[src/rtl/dsi_line_seq.sv]
module dsi_line_seq #(
  parameter int HW = 16,
  parameter int VW = 12,
  parameter int PW = 14,
  parameter int BYTES_PX = 3,
  parameter int LANES = 4
) (
  input  logic          clk,
  input  logic          rst_n,
  input  logic          pwr_on,
  input  logic [HW-1:0] hsa_cyc,
  input  logic [HW-1:0] hbp_cyc,
  input  logic [HW-1:0] hline_cyc,
  input  logic [VW-1:0] vsa_lines,
  input  logic [VW-1:0] vbp_lines,
  input  logic [VW-1:0] vact_lines,
  input  logic [VW-1:0] vfp_lines,
  input  logic [PW-1:0] pkt_size,
  input  logic [1:0]    vid_type,
  input  logic [1:0]    vc,
  input  logic [5:0]    lp_en,
  input  logic [2:0]    pol,
  input  logic          dpi_hsync,
  input  logic          dpi_vsync,
  input  logic          dpi_de,
  output logic          sync_hs,
  output logic          sync_vs,
  output logic          sync_de,
  output logic [1:0]    vreg,
  output logic          ev_vss,
  output logic          ev_hss,
  output logic          ev_hse,
  output logic          ev_pix,
  output logic          pix_act,
  output logic          lp_req,
  output logic          blk_req,
  output logic [PW-1:0] pix_len,
  output logic [1:0]    pix_vc
);
  localparam int AW = ((HW > PW + 3) ? HW : PW + 3) + 2;
  localparam logic [1:0] RG_VSA = 2'd0;
  localparam logic [1:0] RG_ACT = 2'd2;

  logic [HW-1:0] hcnt;
  logic [VW-1:0] lcnt;
  logic [1:0]    region;
  logic [VW-1:0] seg_len;
  logic [3:0]    nz;
  logic          vs_n, restart, line_end, seg_end;
  logic [AW-1:0] hpos, b_act, act_cyc, b_end;
  logic          ph_hsa, ph_hbp, ph_pix, in_act;

  function automatic logic [1:0] pick(input logic [1:0] s, input logic [3:0] m);
    logic [1:0] r;
    logic       hit;
    r = s;
    hit = 1'b0;
    for (int k = 0; k < 4; k++) begin
      if (!hit && m[2'(s + 2'(k))]) begin
        r = 2'(s + 2'(k));
        hit = 1'b1;
      end
    end
    return r;
  endfunction

  assign nz = {vfp_lines != '0, vact_lines != '0, vbp_lines != '0, vsa_lines != '0};

  always_comb begin
    case (region)
      2'd0:    seg_len = vsa_lines;
      2'd1:    seg_len = vbp_lines;
      2'd2:    seg_len = vact_lines;
      default: seg_len = vfp_lines;
    endcase
  end

  assign vs_n     = dpi_vsync ^ pol[1];
  assign restart  = vs_n & ~sync_vs;
  assign line_end = ({1'b0, hcnt} + 1'b1) >= {1'b0, hline_cyc};
  assign seg_end  = ({1'b0, lcnt} + 1'b1) >= {1'b0, seg_len};

  always_ff @(posedge clk) begin
    if (!rst_n) begin
      hcnt <= '0; lcnt <= '0; region <= RG_VSA;
      sync_hs <= 1'b0; sync_vs <= 1'b0; sync_de <= 1'b0;
    end else if (!pwr_on) begin
      hcnt <= '0; lcnt <= '0; region <= pick(RG_VSA, nz);
      sync_hs <= 1'b0; sync_vs <= 1'b0; sync_de <= 1'b0;
    end else begin
      sync_hs <= dpi_hsync ^ pol[0];
      sync_vs <= vs_n;
      sync_de <= dpi_de ^ pol[2];
      if (restart) begin
        hcnt <= '0; lcnt <= '0; region <= pick(RG_VSA, nz);
      end else if (line_end) begin
        hcnt <= '0;
        if (seg_end) begin
          lcnt <= '0;
          region <= pick(region + 2'd1, nz);
        end else begin
          lcnt <= lcnt + 1'b1;
        end
      end else begin
        hcnt <= hcnt + 1'b1;
      end
    end
  end

  assign hpos    = AW'(hcnt);
  assign b_act   = AW'(hsa_cyc) + AW'(hbp_cyc);
  assign act_cyc = (AW'(pkt_size) * AW'(BYTES_PX) + AW'(LANES - 1)) / AW'(LANES);
  assign b_end   = b_act + act_cyc;
  assign in_act  = region == RG_ACT;
  assign ph_hsa  = hcnt < hsa_cyc;
  assign ph_hbp  = !ph_hsa && hpos < b_act;
  assign ph_pix  = in_act && hpos >= b_act && hpos < b_end;

  assign vreg    = region;
  assign ev_vss  = pwr_on && hcnt == '0 && region == RG_VSA && lcnt == '0;
  assign ev_hss  = pwr_on && hcnt == '0 && !ev_vss;
  assign ev_hse  = pwr_on && !vid_type[0] && hcnt == hsa_cyc;
  assign ev_pix  = pwr_on && in_act && hpos == b_act;
  assign pix_act = pwr_on && ph_pix;
  assign pix_len = ev_pix ? pkt_size : '0;
  assign pix_vc  = ev_pix ? vc : 2'd0;
  assign lp_req  = pwr_on && !ph_hsa &&
                   (in_act ? (ph_hbp ? (lp_en[2] & lp_en[4])
                                     : (!ph_pix && lp_en[2] && lp_en[5]))
                           : lp_en[region]);
  assign blk_req = pwr_on && !ph_hsa && !ph_pix && !lp_req;

  p_start_excl_r3: assert property (@(posedge clk) disable iff (!rst_n)
    !(ev_vss && ev_hss));
  p_pwr_hold_r1: assert property (@(posedge clk) disable iff (!rst_n)
    !pwr_on |=> (hcnt == '0 && lcnt == '0 && !sync_vs));
  p_line_bound_r2: assert property (@(posedge clk) disable iff (!rst_n)
    (pwr_on && hcnt < hline_cyc) |=> (hcnt < hline_cyc || !$stable(hline_cyc)));
  p_region_edge_r4: assert property (@(posedge clk) disable iff (!rst_n)
    (pwr_on && $past(pwr_on) && region != $past(region)) |-> hcnt == '0);
  p_pix_vact_r7: assert property (@(posedge clk) disable iff (!rst_n)
    pix_act |-> vreg == RG_ACT);
  p_lp_no_pix_r8: assert property (@(posedge clk) disable iff (!rst_n)
    !(lp_req && pix_act));
  p_blk_excl_r9: assert property (@(posedge clk) disable iff (!rst_n)
    $countones({blk_req, lp_req, pix_act}) <= 1);
  p_restart_r11: assert property (@(posedge clk) disable iff (!rst_n)
    (pwr_on && restart) |=> (hcnt == '0 && lcnt == '0));
endmodule

[config.mk]
export PLATFORM = sky130hd
export DESIGN_NAME = dsi_line_seq
export DESIGN_NICKNAME = d
export VERILOG_FILES = /design/src/rtl/dsi_line_seq.sv
export SDC_FILE = /design/constraint.sdc
export NUM_CORES = 1
export LEC_CHECK = 0
export BUFFER_PORTS_ARGS = -buffer_cell sky130_fd_sc_hd__buf_2
export CAP_MARGIN = 20
export CORE_ASPECT_RATIO = 1.25
export CORE_MARGIN = 4
export CORE_UTILIZATION = 49
export DETAILED_ROUTE_END_ITERATION = 12
export GPL_TIMING_DRIVEN = 0
export PLACE_DENSITY = 0.75
export SYNTH_ARGS = -nofsm -noshare
export SYNTH_HDL_FRONTEND = slang
export SYNTH_SLANG_ARGS = --single-unit
[constraint.sdc]
create_clock -name clk -period 11.8 [get_ports clk]
set_input_delay 2.95 -clock clk [delete_from_list [all_inputs] [get_ports clk]]
set_output_delay 2.95 -clock clk [all_outputs]
set_load 0.01 [all_outputs]
# After elaboration in Yosys (flattened, before gate mapping)
# Index checks and enable logic that the tools add are counted.
# classes
multipliers,1
n_eq_ne,6
mux,67
n_shift,0
bitwise_logic,8
div_mod_pow,0
n_lt_le_gt_ge,11
n_reduce_logical,52
add_sub_neg,11
# ops
cell,count
$reduce_bool A12 Y1,4
$mux W1,47
$pmux W12 S3,1
$logic_and A1 B1 Y1,27
$mux W2,12
$add A17 B15 Y18,1
$lt A16 B18 Y1,1
$add A16 B1 Y17 const B,1
$add A16 B16 Y17,1
$add A16 B2 Y17 const B,1
$eq A16 B17 Y1,1
$ge A16 B17 Y1,1
$ge A17 B16 Y1,1
$lt A16 B17 Y1,1
$add A16 B1 Y16 const B,1
$eq A16 B16 Y1,1
$logic_not A16 Y1,1
$lt A16 B16 Y1,1
$mul A14 B2 Y16 const B,1
$logic_not A1 Y1,14
$mux W14,1
$add A12 B1 Y13 const B,1
$ge A13 B12 Y1,1
$add A12 B1 Y12 const B,1
other kinds (17),33
# word_totals
ram_bits,0
latchBits,0
ff_bits,33
elab_cells,162
input_bits,129
memories,0
romBits,0
output_inout_bits,28

# Logic depth before layout (Yosys ltp)
# Gate-level depths: netlist of run 1.
# logic_depth
ltp_word,32
mapped_depth,23

# Worst setup path after synthesis of run 1
# No wires, ideal clock.
# synth_path
path_type,input-to-output
start,input pkt_size[1]
end,output blk_req
path_slack_ns,1.307
arrival_time_ns,7.543
required_ns,8.850
stages,20
n_path_buf,0
cell_sequence,ha_1 ha_1 a31o_1 a21oi_1 o21ai_1 a2111oi_0 nor2_1 a21oi_1 xnor2_1 ha_1 o41a_1 and4_4 or3_1 a21oi_1 xor2_1 ha_1 a2111oi_0 a211oi_1 nor2_1 and4b_1
# synth_between
elab_chain_len,13
elab_cells_between_ends,14
# synth_rtl
item,line,source
start: declaration,18,"input logic [PW-1:0] pkt_size,"
$mul A14 B2 Y16 (*),112,assign act_cyc = (AW'(pkt_size) * AW'(BYTES_PX) + AW'(LANES - 1)) / AW'(LANES);
$add A16 B2 Y17 (*),112,
$add A17 B15 Y18 (*),113,assign b_end = b_act + act_cyc;
$lt A16 B18 Y1 (*),117,assign ph_pix = in_act && hpos >= b_act && hpos < b_end;
$logic_and A1 B1 Y1 (*),117,
$logic_not A1 Y1 (*),"129, 131",
$logic_and A1 B1 Y1 (2 in a row),129,: (!ph_pix && lp_en[2] && lp_en[5]))
$mux W1 (2 in a row),128,(in_act ? (ph_hbp ? (lp_en[2] & lp_en[4])
$logic_and A1 B1 Y1,127,assign lp_req = pwr_on && !ph_hsa &&
$logic_not A1 Y1,131,assign blk_req = pwr_on && !ph_hsa && !ph_pix && !lp_req;
$logic_and A1 B1 Y1 (*),131,
end: declaration,36,"output logic blk_req,"
# Mark *: on every way between the ends. The rest lies on a longest branch, timed or not.

# Worst setup path after layout of run 1
# Ends and elaborated chain as after synthesis.

==> results.txt, run 1 <==
----------------------------------------------------
[Outcome]
  Run status ... finished clean

[Critical path]
  Largest driver fanout on the critical path ... 6
  Slowest Stage Delay on Critical Path ... about 0.64 ns
  Sequence of cells on the critical path ... buf_2 > ha_1 > ha_1 > a31o_1 > a21oi_1 > o21ai_1 > a2111oi_0 > nor2_1 > a21oi_1 > xnor2_1 > ha_1 > o41a_1 > and4_4 > or3_1 > a21oi_1 > xor2_1 > ha_1 > a2111oi_0 > a211oi_1 > nor2_1 > and4b_1 > buf_2
  Worst setup path category ... in -> out
  Critical Path Slowest Stage Cell ... sky130_fd_sc_hd__a2111oi_0
  Worst Path Required ... slightly below 9 ns
  Kind of end point of the critical path ... output pin
  Data arrival at the endpoint of the critical path ... ~8.4 ns
  Cell mode on critical path ... sky130_fd_sc_hd__ha_1
  Launching element type of the critical path ... primary input

[Placement]
  Count of input and output buffers ... 155
  Half-perimeter wire length of the detailed placement result ... around 14 mm
  Placer's final routability congestion estimate ... 0.8682

[Yosys]
  Synth unique cells ... 66
  Mean instance size in the synthesized netlist ... 7.734 µm²
  Area of the mapped netlist ... about 6200 µm²
  Number of nets produced by synthesis ... 1069
  Proportion of register bits with asynchronous set or reset after synthesis ... 0%
  Total number of yosys warnings ... 0
  Number of flops mapped to enable cells by yosys ... 0
  Post-synthesis register bit count ... 33
  Synthesized instance count ... 800
  Fraction of the yosys area taken by sequential cells ... approximately a tenth
  Main synth FF type ... sky130_fd_sc_hd__dfxtp_1

[CTS]
  Num Clock Sinks ... 33
  Hold-fix buffers at CTS ... 0
  Setup bufs post-CTS ... 0
  Clock tree from TritonCTS ... built
  Cell at the root of the clock tree ... sky130_fd_sc_hd__clkbuf_16
  Clock transition at the register clock pins on the worst setup and hold paths after CTS ... 0.05 ns
  Clock insertion delay at the later pin of the skew report ... 0.28 ns
  Number of instances resized during post-cts repair ... 0
  Maximum buffer depth of the clock tree ... 2
  H-tree depth reported by CTS ... 2
  Inserted Clock Buffers ... 5

[Global routing]
  Vias in the first global route ... 6176
  Pin count of the biggest net entering global routing ... 11
  Initial antenna violation count ... 0
  First-pass GRT wire length ... ~27 mm
  Global route total overflow ... 0
  GRT Overall Usage ... between 20% and 30%

[Final layout]
  Area of all sequential standard cells ... 660.6 µm²
  Total of fill cells in the finished design ... between 1000 and 1500
  Area occupied by multi-input gates ... 5218 µm²
  Proportion of layout cells with a drive suffix above 1 ... a little under a fifth
  Area added between synthesis and finish ... 18.12%
  Antenna diode count ... 0
  # nets final ... around 1200

[Routing]
  Number of detailed-route iterations in the first pass ... 7
  Wirelength, routed ... roughly 17 mm
  Number of remaining DRC errors ... 0
  Initial detailed-routing violation count ... between 300 and 400
  Vias per Instance ... about 5.6
  Via count ... 6367
  Antenna Nets Post-Route ... 0
  Average wire per standard cell ... approximately 15 µm

[Worst hold path]
  Hold Crit Class ... reg -> reg

[Timing]
  Max frequency ... 88.00 MHz
  Worst Clk Skew ... between 0.003 and 0.004 ns
  Transition time at the pin with the least slew margin ... between 0.6 and 0.7 ns
  Final critical path time including I/O delays and setup ... around 11 ns
  Post-route fraction of the period consumed by the critical path ... a little over nine tenths
  Number of failing hold endpoints at the final stage ... 0
  Total setup violations reported at the end of the flow ... 0
  Tightest slew margin relative to the limit ... 53.26%
  Setup repair after global routing missed its margin ... no
  Slew Limit Fails ... 0
  Setup tns final ... 0 ns

[Power and ir drop]
  Static Leakage ... approximately 3.9 nW
  Power share of the sequential group ... about a fifth
  Design internal power ... 359.5 µW
  Highest ir drop seen on vdd ... around 0.05 mV
  Switching power ... approximately 250 µW
  Fraction of power consumed by combinational cells ... roughly three fifths
  Clock share of power ... between 20% and 30%
  Total Power Consumption ... a little over 600 µW
  Power per standard cell area ... 83.00 nW/µm²
  Fraction of power spent switching nets ... about two fifths

[Floorplanning]
  Core area ... about 12000 µm²
  Width of the die ... approximately 110 µm
  I/O Pins ... 157
  FP Rows ... 45
  DIE HEIGHT ... 133.6 µm
  Die Footprint ... between 10000 and 15000 µm²
  Initial core utilization ... roughly half

[Run]
  Max-capacitance violation count ... 0

----------------------------------------------------
layout by cell type, fill, tap and decap left out, types with 3 or more instances in the layout:
cell type,n
sky130_fd_sc_hd__nor2b_1,10
sky130_fd_sc_hd__o31a_1,4
sky130_fd_sc_hd__nand3_1,27
sky130_fd_sc_hd__dfxtp_1,33
sky130_fd_sc_hd__clkbuf_1,15
sky130_fd_sc_hd__a21o_1,24
sky130_fd_sc_hd__and4_1,3
sky130_fd_sc_hd__nand2b_1,19
sky130_fd_sc_hd__xor2_1,29
sky130_fd_sc_hd__or3_1,3
sky130_fd_sc_hd__nor4_1,18
sky130_fd_sc_hd__nand4_1,11
sky130_fd_sc_hd__nor2_1,41
sky130_fd_sc_hd__inv_1,68
sky130_fd_sc_hd__o21a_1,11
sky130_fd_sc_hd__a221oi_1,3
sky130_fd_sc_hd__or2_2,5
sky130_fd_sc_hd__o2111ai_1,4
sky130_fd_sc_hd__nor3_1,9
sky130_fd_sc_hd__ha_1,138
sky130_fd_sc_hd__clkbuf_16,5
sky130_fd_sc_hd__buf_2,155
sky130_fd_sc_hd__a31oi_1,5
sky130_fd_sc_hd__o21bai_1,4
sky130_fd_sc_hd__and3_1,11
sky130_fd_sc_hd__a222oi_1,12
sky130_fd_sc_hd__o21ai_0,42
sky130_fd_sc_hd__a2111oi_0,4
sky130_fd_sc_hd__xnor2_1,37
sky130_fd_sc_hd__nor4b_1,4
sky130_fd_sc_hd__and2_1,37
sky130_fd_sc_hd__a211oi_1,12
sky130_fd_sc_hd__nand2_1,63
sky130_fd_sc_hd__a21oi_1,48
sky130_fd_sc_hd__o211ai_1,5
synth_stat cells (4+ instances only):
cell type	count	area [µm²]
sky130_fd_sc_hd__a2111oi_0	4	35.03
sky130_fd_sc_hd__a211oi_1	12	90.09
sky130_fd_sc_hd__a21o_1	24	180.2
sky130_fd_sc_hd__a21oi_1	48	240.2
sky130_fd_sc_hd__a222oi_1	12	120.1
sky130_fd_sc_hd__a31oi_1	5	31.28
sky130_fd_sc_hd__and2_1	37	231.5
sky130_fd_sc_hd__and3_1	11	68.82
sky130_fd_sc_hd__clkbuf_1	13	48.80
sky130_fd_sc_hd__dfxtp_1	33	660.6
sky130_fd_sc_hd__ha_1	138	1727
sky130_fd_sc_hd__inv_1	68	255.2
sky130_fd_sc_hd__nand2_1	63	236.5
sky130_fd_sc_hd__nand2b_1	19	118.9
sky130_fd_sc_hd__nand3_1	27	135.1
sky130_fd_sc_hd__nand4_1	11	68.82
sky130_fd_sc_hd__nor2_1	41	153.9
sky130_fd_sc_hd__nor2b_1	10	62.56
sky130_fd_sc_hd__nor3_1	9	45.04
sky130_fd_sc_hd__nor4_1	18	112.6
sky130_fd_sc_hd__nor4b_1	4	35.03
sky130_fd_sc_hd__o2111ai_1	4	35.03
sky130_fd_sc_hd__o211ai_1	5	37.54
sky130_fd_sc_hd__o21a_1	11	82.58
sky130_fd_sc_hd__o21ai_0	42	210.2
sky130_fd_sc_hd__o21bai_1	4	30.03
sky130_fd_sc_hd__o31a_1	4	35.03
sky130_fd_sc_hd__or2_2	5	31.28
sky130_fd_sc_hd__xnor2_1	37	324.1
sky130_fd_sc_hd__xor2_1	29	254.0
layer usage:
| metal | global-route usage, % | wire length, µm |
|---|---|---|
| met5 | 0 | 0 |
| met1 | 25.84 | 6877 |
| met3 | 2.036 | 816 |
| met4 | 7.860 | 484 |
| met2 | 41.96 | 8391 |
kinds of logic (layout without fill, tap and decap cells):
logic type | Yosys count | in the layout | synth area share (%)
muxes | 4 | 4 | 0.8695
adders and majority gates | 140 | 140 | 28.55
DFF | 33 | 33 | 10.68
and+or+nand+nor | 271 | 271 | 23.13
buffers and inverters | 82 | 245 | 4.995
AOI/OAI and AO/OA | 204 | 204 | 22.43
xor gates and xnor gates | 66 | 66 | 9.343
cell type report:
type,instances,share of cell area [%]
multi-input cells,685,71.39
repair buffers,155,10.61
well taps,164,2.808
clock buffers,7,1.815
inverters,68,3.493
flip-flops and latches,33,9.040
plain buffers,14,0.7362
clock inverters,1,0.1027
metrics by stage:
step | util (%) | hold WS (ns) | cell area, µm² | std cells | setup slack, ns
floorplan | - | 0.4603 | 6187 | 800 | 1.307
detailed placement | 58.40 | 0.4818 | 7168 | 1119 | 0.4547
global placement | 58.40 | 0.4781 | 7168 | 1119 | 0.5380
global route | 59.54 | 0.5228 | 7308 | 1127 | 0.1790
CTS | 59.54 | 0.4913 | 7308 | 1127 | 0.4477
finish | 59.54 | 0.4933 | 7308 | 1127 | 0.4367
final timing paths:
check / end / from / slack, ns / depth (start not counted)
min reg2reg: lcnt[10] / lcnt[10] / 0.49 / 2
max reg2reg: lcnt[0] / hcnt[1] / 7.31 / 16
max: blk_req / pkt_size[1] / 0.44 / 22
min: lcnt[10] / lcnt[10] / 0.49 / 2
sequential cells by signal, summed over array words and instances (netlist names):
register	cells
vreg	2
sync_de	1
hcnt	16
sync_vs	1
lcnt	12
sync_hs	1
critical path, delay by kind of cell:
| family | cells | cell delay [ns] |
|---|---|---|
| buffers and inverters | 2 | 0.27 |
| AOI/OAI and AO/OA | 9 | 2.70 |
| adders and majority gates | 4 | 1.13 |
| xor gates and xnor gates | 2 | 0.27 |
| and+or+nand+nor | 5 | 1.11 |
power by group through the flow:
stage | combinational (mW) | clock, mW | sequential [mW]
CTS | 0.369 | 0.128 | 0.113
detailed placement | 0.367 | 0 | 0.115
finish | 0.368 | 0.126 | 0.113
floorplan | 0.279 | 0 | 0.116
global route | 0.424 | 0.133 | 0.113
global placement | 0.360 | 0 | 0.115
Note: power is estimated with default switching activity, not from simulation.
==> inputs of run 2 (changes only) <==
- PLACE_DENSITY: 0.75 -> default
- PLACE_DENSITY_LB_ADDON: default -> 0.05
==> run 2 against run 1 <==
First-iteration DRC count increased by 4.5%; sequential power about the same; clock power increased by 21%; worst setup slack got worse by 0.0043 ns; final area increased by 0.43%; wire length increased by 4.0%; non-clock buffer count unchanged; critical path depth unchanged; fmax about the same; total power increased by 4.6%.
==> results.txt, run 2 (synthesis results as in run 1) <==
----------------------------------------------------
[Outcome]
  Run status ... finished clean

[Floorplanning]
  I/O Pins ... between 150 and 200
  Core area ... roughly 12000 µm²
  DIE HEIGHT ... 133.6 µm
  Die Footprint ... 14500 µm²
  Initial core utilization ... 50.41%
  Width of the die ... approximately 110 µm
  FP Rows ... 45

[Routing]
  Wirelength, routed ... 17.23 mm
  Average wire per standard cell ... around 15 µm
  Number of detailed-route iterations in the first pass ... 5
  Antenna Nets Post-Route ... 0
  Via count ... roughly 6300
  Vias per Instance ... approximately 5.6
  Number of remaining DRC errors ... 0
  Initial detailed-routing violation count ... 350

[CTS]
  Clock transition at the register clock pins on the worst setup and hold paths after CTS ... 0.05 ns
  Number of instances resized during post-cts repair ... 0
  Clock insertion delay at the later pin of the skew report ... approximately 0.29 ns
  Hold-fix buffers at CTS ... 0
  Setup bufs post-CTS ... 0
  Clock tree from TritonCTS ... built
  H-tree depth reported by CTS ... 2
  Inserted Clock Buffers ... 5
  Num Clock Sinks ... 33
  Cell at the root of the clock tree ... sky130_fd_sc_hd__clkbuf_16
  Maximum buffer depth of the clock tree ... 2

[Timing]
  Max frequency ... just under 90 MHz
  Setup tns final ... 0 ns
  Worst Clk Skew ... 0.01023 ns
  Slew Limit Fails ... 0
  Final critical path time including I/O delays and setup ... about 11 ns
  Final Hold Slack ... between 0.4 and 0.5 ns
  Post-route fraction of the period consumed by the critical path ... a little over nine tenths
  Tightest slew margin relative to the limit ... 53.08%
  Transition time at the pin with the least slew margin ... a little under 0.7 ns
  Total setup violations reported at the end of the flow ... 0
  Number of failing hold endpoints at the final stage ... 0
  Setup repair after global routing missed its margin ... no
  Least setup slack across all paths after layout ... 0.4324 ns

[Worst hold path]
  Hold Crit Class ... reg -> reg

[Critical path]
  Launching element type of the critical path ... primary input
  Worst Path Required ... around 9 ns
  Worst reg2reg path endpoint ... lcnt[5]
  R2R Path Start ... vreg[0]
  Setup crit start ... pkt_size[1]
  Count of cells along the worst register-to-register path ... 18
  Kind of end point of the critical path ... output pin
  Endpoint of the worst setup timing path ... blk_req
  Largest driver fanout on the critical path ... 6
  Worst setup path category ... in -> out
  Internal reg-to-reg setup slack ... 7.38 ns
  Data arrival at the endpoint of the critical path ... 8.42 ns

[Power and ir drop]
  Power per standard cell area ... a little under 90 nW/µm²
  Static Leakage ... between 3 and 4 nW
  Highest ir drop seen on vdd ... 0.07702 mV
  Total Power Consumption ... around 630 µW

[Final layout]
  Number of flip-flops under the largest register name ... 16
  Area occupied by multi-input gates ... approximately 5200 µm²
  Most common cell after layout, fill and taps aside ... sky130_fd_sc_hd__buf_2
  Design area ... about 7300 µm²
  Count of placed standard cells in the final layout, fillers left out ... ~1100
  Final core utilization ... 59.80%
  # nets final ... approximately 1200
  Area added between synthesis and finish ... 18.62%
  Register with the most flip-flops ... hcnt
  Total of fill cells in the finished design ... around 1300
  Commonest non-fill, non-tap cells in the layout ... sky130_fd_sc_hd__buf_2, sky130_fd_sc_hd__ha_1, sky130_fd_sc_hd__inv_1, sky130_fd_sc_hd__nand2_1, sky130_fd_sc_hd__a21oi_1
  Proportion of layout cells with a drive suffix above 1 ... between 10% and 20%
  Antenna diode count ... 0
  Area of all sequential standard cells ... approximately 660 µm²

[Global routing]
  First-pass GRT wire length ... 27.79 mm
  Vias in the first global route ... 6207
  Pin count of the biggest net entering global routing ... 13
  GRT Overall Usage ... between 20% and 30%
  Initial antenna violation count ... 0
  Global route total overflow ... 0

[Placement]
  Placed cell count ... ~1100
  Placer's final routability congestion estimate ... around 0.90
  Count of input and output buffers ... approximately 160
  Dpl ws ... between 0.4 and 0.5 ns
  Dpl cell area ... ~7000 µm²
  Half-perimeter wire length of the detailed placement result ... about 15 mm

[Run]
  Max-capacitance violation count ... 0

----------------------------------------------------
run 2: cell types whose count changed in the layout (fill, tap and decap cells not counted):
cell	before	now
sky130_fd_sc_hd__bufinv_16	0	1
sky130_fd_sc_hd__clkbuf_1	15	13
sky130_fd_sc_hd__clkinv_4	0	1
run 2: report_power, final:
group	internal (mW)	switching (mW)
sequential	0.112	0.000832
combinational	0.169	0.199
clock	0.0999	0.0534
run 2: critical path, cell delays in order:
cell	delay, ns
sky130_fd_sc_hd__buf_2	0.13
sky130_fd_sc_hd__ha_1	0.29
sky130_fd_sc_hd__ha_1	0.32
sky130_fd_sc_hd__a31o_1	0.19
sky130_fd_sc_hd__a21oi_1	0.27
sky130_fd_sc_hd__o21ai_1	0.14
sky130_fd_sc_hd__a2111oi_0	0.64
sky130_fd_sc_hd__nor2_1	0.11
sky130_fd_sc_hd__a21oi_1	0.20
sky130_fd_sc_hd__xnor2_1	0.09
sky130_fd_sc_hd__ha_1	0.24
sky130_fd_sc_hd__o41a_1	0.50
sky130_fd_sc_hd__and4_4	0.22
sky130_fd_sc_hd__or3_1	0.36
sky130_fd_sc_hd__a21oi_1	0.19
sky130_fd_sc_hd__xor2_1	0.17
sky130_fd_sc_hd__ha_1	0.26
sky130_fd_sc_hd__a2111oi_0	0.44
sky130_fd_sc_hd__a211oi_1	0.15
sky130_fd_sc_hd__nor2_1	0.20
sky130_fd_sc_hd__and4b_1	0.21
sky130_fd_sc_hd__buf_2	0.14
run 2: layer usage:
| layer | part of all wire (%) | vias up | GRT usage, % |
|---|---|---|---|
| met5 | 0 | - | 0 |
| met4 | 3.8 | 0 | 10.11 |
| met2 | 52 | 173 | 45.26 |
| met3 | 4.7 | 41 | 2.569 |
| li1 | - | 3263 | - |
| met1 | 39 | 2850 | 25.15 |
run 2: worst min path at each step:
stage | to | cells past startpoint | start
2_1_floorplan | lcnt[10] | 2 | lcnt[10]
3_3_place_gp | lcnt[4] | 2 | lcnt[4]
3_5_place_dp | lcnt[4] | 2 | lcnt[4]
4_1_cts | lcnt[4] | 2 | lcnt[4]
5_1_grt | lcnt[6] | 2 | lcnt[6]
6_report | lcnt[4] | 2 | lcnt[4]
run 2: cell type report:
| type | count | area share [%] |
|---|---|---|
| clock buffers | 5 | 1.705 |
| repair buffers | 155 | 10.57 |
| plain buffers | 14 | 0.7330 |
| multi-input cells | 685 | 71.09 |
| flip-flops and latches | 33 | 9.001 |
| inverters | 68 | 3.478 |
| clock inverters | 3 | 0.6308 |
| well taps | 164 | 2.796 |
